===== src/rtl/scg_pkg.sv =====
package scg_pkg;

  typedef enum logic [2:0] {
    ST_MISSION = 3'd0,
    ST_TEST    = 3'd1,
    ST_FLUSH   = 3'd2,
    ST_VERIFY  = 3'd3,
    ST_ALARM   = 3'd4
  } scg_state_e;

  // last tick of a window of len cycles, counting from zero
  function automatic logic window_last(input int unsigned cnt, input int unsigned len);
    return cnt == len - 1;
  endfunction

  // a request is a real change only when it names the other resting mode
  function automatic logic is_switch(input logic in_test, input logic want_test);
    return in_test != want_test;
  endfunction

endpackage


===== src/rtl/scg_flush_timer.sv =====
module scg_flush_timer #(
  parameter int unsigned RST_CYCLES = 8
) (
  input  logic clk,
  input  logic rst_n,
  input  logic run,
  output logic done
);
  import scg_pkg::*;

  localparam int unsigned CNT_W = (RST_CYCLES > 1) ? $clog2(RST_CYCLES) : 1;

  logic [CNT_W-1:0] cnt_q;

  assign done = run && window_last(32'(cnt_q), RST_CYCLES);

  always_ff @(posedge clk or negedge rst_n) begin
    if (!rst_n)       cnt_q <= '0;
    else if (!run)    cnt_q <= '0;
    else if (!done)   cnt_q <= cnt_q + 1'b1;
  end

  AST_FLUSH_BOUND: assert property (@(posedge clk) disable iff (!rst_n)
    run |-> (32'(cnt_q) < RST_CYCLES)) else $error("flush counter overran");

endmodule


===== src/rtl/scg_flag_check.sv =====
module scg_flag_check #(
  parameter int unsigned          FLAG_W  = 4,
  parameter logic [FLAG_W-1:0]    FLAG_OK = 4'b1010
) (
  input  logic [FLAG_W-1:0] flag,
  output logic              good
);
  logic [FLAG_W-1:0] bit_ok;

  for (genvar i = 0; i < FLAG_W; i++) begin : g_bit
    assign bit_ok[i] = ~(flag[i] ^ FLAG_OK[i]);
  end

  assign good = &bit_ok;

endmodule


===== src/rtl/scg_key_mux.sv =====
module scg_key_mux #(
  parameter int unsigned       KEY_W    = 128,
  parameter logic [KEY_W-1:0]  TEST_KEY = '0
) (
  input  logic [KEY_W-1:0] secret,
  input  logic             use_secret,
  output logic [KEY_W-1:0] key
);
  assign key = use_secret ? secret : TEST_KEY;
endmodule


===== src/rtl/scan_guard_ctrl.sv =====
module scan_guard_ctrl #(
  parameter int unsigned       KEY_W      = 128,
  parameter int unsigned       FLAG_W     = 4,
  parameter logic [FLAG_W-1:0] FLAG_OK    = 4'b1010,
  parameter int unsigned       RST_CYCLES = 8,
  parameter logic [KEY_W-1:0]  TEST_KEY   = {(KEY_W/8){8'hC3}}
) (
  input  logic              clk,
  input  logic              rst_n,
  input  logic              req_valid,
  input  logic              req_test,
  input  logic              scan_en_in,
  input  logic [KEY_W-1:0]  secret_key,
  input  logic [FLAG_W-1:0] rst_flag,
  output logic              scan_en_out,
  output logic [KEY_W-1:0]  key_out,
  output logic              core_rst_n,
  output logic              test_mode,
  output logic              alarm
);
  import scg_pkg::*;

  scg_state_e state_q, state_d;
  logic       target_test_q;

  // named internal events
  logic resting;
  logic req_hit;
  logic flush_run;
  logic flush_done;
  logic flag_good;
  logic verify_pass;
  logic verify_fail;

  assign resting     = (state_q == ST_MISSION) || (state_q == ST_TEST);
  assign req_hit     = resting && req_valid && is_switch(state_q == ST_TEST, req_test);
  assign flush_run   = (state_q == ST_FLUSH);
  assign verify_pass = (state_q == ST_VERIFY) && flag_good;
  assign verify_fail = (state_q == ST_VERIFY) && !flag_good;

  scg_flush_timer #(.RST_CYCLES(RST_CYCLES)) u_timer (
    .clk  (clk),
    .rst_n(rst_n),
    .run  (flush_run),
    .done (flush_done)
  );

  scg_flag_check #(.FLAG_W(FLAG_W), .FLAG_OK(FLAG_OK)) u_flag (
    .flag(rst_flag),
    .good(flag_good)
  );

  scg_key_mux #(.KEY_W(KEY_W), .TEST_KEY(TEST_KEY)) u_key (
    .secret    (secret_key),
    .use_secret(state_q == ST_MISSION),
    .key       (key_out)
  );

  always_comb begin
    state_d = state_q;
    unique case (state_q)
      ST_MISSION, ST_TEST: if (req_hit) state_d = ST_FLUSH;
      ST_FLUSH:            if (flush_done) state_d = ST_VERIFY;
      ST_VERIFY:           state_d = verify_pass ? (target_test_q ? ST_TEST : ST_MISSION)
                                                 : ST_ALARM;
      ST_ALARM:            state_d = ST_ALARM;
      default:             state_d = ST_ALARM;
    endcase
  end

  always_ff @(posedge clk or negedge rst_n) begin
    if (!rst_n) begin
      state_q       <= ST_MISSION;
      target_test_q <= 1'b0;
    end else begin
      state_q <= state_d;
      if (req_hit) target_test_q <= req_test;
    end
  end

  assign test_mode   = (state_q == ST_TEST);
  assign alarm       = (state_q == ST_ALARM);
  assign core_rst_n  = !flush_run;
  assign scan_en_out = scan_en_in && test_mode;

  AST_SCAN_GATED: assert property (@(posedge clk) disable iff (!rst_n)
    !test_mode |-> !scan_en_out) else $error("scan open outside test");
  AST_KEY_HIDDEN: assert property (@(posedge clk) disable iff (!rst_n)
    (state_q != ST_MISSION) |-> (key_out == TEST_KEY)) else $error("secret key exposed");
  AST_TEST_ENTRY: assert property (@(posedge clk) disable iff (!rst_n)
    $rose(test_mode) |-> ($past(state_q) == ST_VERIFY && $past(flag_good))) else $error("test entered unverified");
  AST_VERIFY_AFTER_FLUSH: assert property (@(posedge clk) disable iff (!rst_n)
    (state_q == ST_VERIFY) |-> ($past(state_q) == ST_FLUSH && core_rst_n)) else $error("check without reset");
  AST_BAD_FLAG_ALARM: assert property (@(posedge clk) disable iff (!rst_n)
    verify_fail |=> alarm) else $error("bad flag not alarmed");
  AST_ALARM_STICKY: assert property (@(posedge clk) disable iff (!rst_n)
    alarm |=> alarm) else $error("alarm released");
  AST_REQ_STARTS_FLUSH: assert property (@(posedge clk) disable iff (!rst_n)
    req_hit |=> !core_rst_n) else $error("accepted request without reset");

endmodule


===== config.mk =====
export PLATFORM = sky130hd
export DESIGN_NAME = scan_guard_ctrl
export DESIGN_NICKNAME = d
export VERILOG_FILES = /design/src/rtl/scg_pkg.sv /design/src/rtl/scg_flush_timer.sv /design/src/rtl/scg_flag_check.sv /design/src/rtl/scg_key_mux.sv /design/src/rtl/scan_guard_ctrl.sv
export SDC_FILE = /design/constraint.sdc
export NUM_CORES = 1
export LEC_CHECK = 0
export ABC_AREA = 1
export BUFFER_PORTS_ARGS = -buffer_cell sky130_fd_sc_hd__buf_4
export CAP_MARGIN = 10
export CORE_AREA = 2 2 105 107
export DETAILED_ROUTE_END_ITERATION = 8
export DIE_AREA = 0 0 107 109
export PLACE_DENSITY = 0.54
export SLEW_MARGIN = 5
export SYNTH_ARGS = -nofsm -noshare
export SYNTH_HDL_FRONTEND = slang
export SYNTH_SLANG_ARGS = --single-unit

===== constraint.sdc =====
create_clock -name clk -period 1.65 [get_ports clk]
set_input_delay 0.495 -clock clk [delete_from_list [all_inputs] [get_ports clk]]
set_output_delay 0.495 -clock clk [all_outputs]
set_load 0.01 [all_outputs]

# After elaboration in Yosys (flattened, before gate mapping)
# Index checks and enable logic that the tools add are counted.
[totals]
in_bits = 137
output_inout_bits = 132
register_bits = 7
wordCells = 34
[op_classes]
eq_ne = 9
bitwise = 2
n_mux = 8
addsub = 1
reduce_logical = 11
[ops]
columns = ["op", "count"]
rows = [
  ["two-way mux 128 bit", 1],
  ["two-way mux 3 bit", 5],
  ["one-hot mux 3 bit (3 select lines)", 1],
  ["== test 3 x 2 -> 1 bit (second input constant)", 2],
  ["== test 3 bit (second input constant)", 2],
  ["!= test 2 bit (second input constant)", 3],
  ["logical AND 1 bit", 5],
  ["AND reduction 4 bit", 1],
  ["adder 3 x 1 -> 3 bit (second input constant)", 1],
  ["== test 3 x 1 -> 1 bit (second input constant)", 1],
  ["logical NOT 3 bit", 1],
  ["inverter 1 bit", 2],
  ["AND reduction 2 bit", 1],
  ["OR reduction 2 bit", 1],
  ["logical NOT 1 bit", 1],
  ["logical OR 1 bit", 1],
  ["two-way mux 1 bit", 1],
  ["!= test 1 bit", 1],
]

# Longest topological paths before layout
[logic_depth]
ltp_word = 6
depth_mapped = 8
depth_no_buf = 8

# Cells and area by module
# From an unflattened synthesis, not the netlist that was laid out.
[hier_totals]
hier_cells = 333
area_unflattened_um2 = 1547.7
[modules_own_cells]
columns = ["mod", "seq_area_each_um2", "instances", "area_per_inst_um2", "cells_per_inst"]
rows = [
  ["scg_key_mux", 0.0, 1, 1086.0, 270],
  ["scan_guard_ctrl", 100.1, 1, 284.0, 40],
  ["scg_flush_timer", 75.1, 1, 156.4, 18],
  ["scg_flag_check", 0.0, 1, 21.3, 5],
]

# Least setup slack after synthesis
# Ideal clock, no wire load.
[synth_path]
path_kind = "reg2out"
from = "register state_q[1]"
to = "output port key_out[102]"
n_path_buf = 2
required_time_ns = 1.155
path_slack_ns = 0.032
t_arrival_ns = 1.123
stages_incl_launch_ff = 8
path_cell_list = "dfrtp_1 > inv_2 > nand2_2 > nor2_2 > inv_2 > buf_6 > buf_6 > or2_1"
[synth_via]
elab_chain_len = 2
[synth_lines]
columns = ["element", "line", "source"]
rows = [
  ["start: declaration", "scan_guard_ctrl.sv:23", "scg_state_e state_q, state_d;"],
  ["start signal: assignment", "scan_guard_ctrl.sv:76", "state_q <= state_d;"],
  ["logical NOT 3 bit", "scan_guard_ctrl.sv:55", ".use_secret(state_q == ST_MISSION),"],
  ["two-way mux 128 bit", "scg_key_mux.sv:9", "assign key = use_secret ? secret : TEST_KEY;"],
  ["end: declaration", "scan_guard_ctrl.sv:16", "output logic [KEY_W-1:0] key_out,"],
]
# No other way between the ends.

# Worst setup path after layout
[layout_path]
from = "register state_q[1]"
to = "output port key_out[101]"
# Same word-level chain as after synthesis.

==> results.md <==
- Met3 usage: 2.21%
- Lkg Pwr: 0.00247 uW
- WL final: 9.31 mm
- Ys async rst share: 100%
- Share of the synthesized area in the top cell type: 24.8%
- Gp weighted congestion: 0.780
- Tcrit/Tclk final: 122%
- Max Cap Viol: 0
- Setup Skew: 0.00170 ns
- Critical Path Source: state_q[1]
- Least-Margin Pin Slew: 0.156 ns
- CTS buffer count: 3
- Critical path type: flip-flop to output pin
- Min Hold Slack: 0.0734 ns
- Warnings, synthesis: 0
- Die area: 0.0117 mm^2
- CP max stage cell: dfrtp_1
- Unrepaired setup endpoints after global routing: true
- Met2 usage: 25.2%
- Clk Latency, worst-skew pair: 0.23 ns
- WP data arrival: 1.51 ns
- P per Cell Area: 160 mW/mm^2
- Slew headroom: 89.5%
- Unique cell type count in the Yosys netlist: 16
- Slew Limit Fails: 0
- Critical path required time: 1.15 ns
- Io pins: 269
- Crit path max-delay family: buffers and inverters
- I/O Buffers: 268
- Synth Instances: 266
- Gr usage total: 13.0%
- Hold buffers post-CTS: 0
- Core ar.: 0.0106 mm^2
- Failing checks: setup timing
- Post-synthesis sequential area ratio: 12.4%
- Top cell type by total area after synthesis: or2_1
- Reg2Reg Depth: 9
- Main area contributors after synthesis: or2_1 (25%), inv_1 (20%), nor2_1 (18%), dfrtp_1 (12%), buf_6 (5.6%)
- F_max: 498 MHz
- Hpwl dp: 7.08 mm
- Die Wd: 107 um
- CTS tree: built
- Synth top cells by count: inv_1 (74), nor2_1 (68), or2_1 (56)
- Crit path capture type: output pin
- Yosys reg bits: 7
- GR peak layer: met2
- Layout Cells excl Fill: 689
- Worst R2R End: state_q[1]
- Nets@finish: 688
- CP peak stage delay: 0.38 ns
- Top-count cell post-synth: inv_1
- CTS root buffer: clkbuf_8
- Net Count, Synth: 405
- Share of layout cells above drive strength 1: 67.9%
- Most frequent CP cell: buf_4
- Wirelength per Cell: 13.5 um
- Antenna violations before repair: 1
- Total Power: 721 uW
- Type of the most critical hold path: input port to async pin
- Worst-path clk slew: 0.04 ns
- Placed cell count: 672
- Final Hold Viols: 0
- H-tree depth: 1
- Max VDD drop: 0.410 mV
- Worst R2R Start: state_q[0]
- WP buf/inv: 5
- FF-to-FF setup slack: 0.31 ns
- Post-synth top flop: dfrtp_1
- Die height: 109 um
- Iter 0 DRT Violations: 94
- Total congestion overflow: 0
- CP Depth: 8
- DRT antenna net count: 0
- Vias per std cell: 3.79
- Fin crit period: 2.01 ns
- Clock buffer depth: 2
- Share of the core filled with cells: 42.5%
- EDFF count, synth: 0
- Status: complete, but fails checks
- Met1 usage: 14.2%
- Critical Path Sink: key_out[101]
- Largest net degree at the start of global routing: 29
- Worst-path cell chain: inv_2 -> nand2_4 -> nor2_4 -> inv_8 -> clkbuf_16 -> buf_4 -> nor2_2 -> buf_4
- Crit Path Max Fanout: 8
- # DRC: 0
- Syn Area/Cell: 5.31 um^2
- Vias in the first global route: 2,483
- Vias: 2,611
- Final TNS setup: -39.40 ns
- Cell area after synthesis: 0.00141 mm^2
- Pre-antenna DRT Iters: 3
- Synth-to-Final Area Change: 219%
- Setup Viol. Count Final: 131
- PnR worst setup slack: -0.359 ns
- Starting Density: 13.3%
- First-pass GRT wire length: 12.2 mm
- CP Launch Type: flip-flop
- Row cnt: 38
- Clock sinks: 7
==> metrics by stage <==
step / setup WS [ns] / instance area (um^2)
CTS: -0.393 / 4080
floorplan: 0.0323 / 1410
detailed placement: -0.176 / 3630
finish: -0.359 / 4510
global route: -0.442 / 4510
global placement: -0.129 / 3630
==> what timing repair did <==
item,in CTS,in global routing
buffers inserted,4,6
endpoints found under the setup margin,130,132
hold endpoints to repair,0,0
resized for setup,93,90
pin swaps,2,4
gates cloned,3,4
==> cells by family (layout without fill, tap and decap cells) <==
logic type / after synthesis / in the layout / share of synthesized area (%)
AND/OR/NAND/NOR: 162 / 162 / 55.9
buffers and inverters: 91 / 373 / 28.5
flip-flops: 7 / 7 / 12.4
AO/OA/AOI/OAI: 4 / 4 / 1.42
adder cells (fa/ha/maj): 2 / 2 / 1.77
other: 0 / 1 / 0
==> layout by cell type, fill, tap and decap left out, drive strengths merged <==
cell type    n
clkbuf       8
nand3        6
or2         64
nand2       20
nor3         1
ha           2
nor2        70
inv         77
diode        1
nor3b        1
o21ai        4
buf        288
dfrtp        7
==> registers in the layout (all words and copies together) (netlist names) <==
register,count
target_test_q,1
u_timer.cnt_q,3
state_q,3
==> layout make-up <==
cell class                      count  area [um^2]
Multi-Input combinational cell    168         1130
Clock buffer                        4         45.0
Fill cell                        1097         6090
Tap cell                          140          175
Sequential cell                     7          175
Antenna cell                        1         2.50
Timing Repair Buffer              292         2680
Inverter                           77          299
==> power breakdown <==
part | switching, uW | leakage, uW | internal, uW
Sequential | 0 | 0.0000926 | 173
Clock | 73.4 | 0.0000228 | 167
Combinational | 92.6 | 0.00235 | 215
==> worst register-to-register path, cell delays in order, from the launching register on <==
cell     delay, ns
dfrtp_1       0.40
buf_4         0.15
buf_8         0.13
buf_4         0.13
nand2_1       0.05
nand2_1       0.05
nand2_1       0.09
nand2_1       0.09
inv_1         0.06
o21ai_0       0.07
==> per-layer routing <==
metal	routed length, um	part of all wire (%)
met3	620	6.7
met1	3180	34
met5	0	0
met4	264	2.8
met2	5240	56
==> worst min-delay path by stage <==
stage / startpoint / endpoint / slack [ns] / cells past startpoint
2_1_floorplan: rst_n / state_q[0] / 0.20 / 0
3_3_place_gp: rst_n / u_timer.cnt_q[2] / 0.31 / 1
3_5_place_dp: rst_n / u_timer.cnt_q[2] / 0.32 / 1
4_1_cts: rst_n / u_timer.cnt_q[0] / 0.07 / 1
5_1_grt: rst_n / u_timer.cnt_q[0] / 0.08 / 1
6_report: rst_n / u_timer.cnt_q[0] / 0.07 / 1
Power figures use the tool's default switching activity.
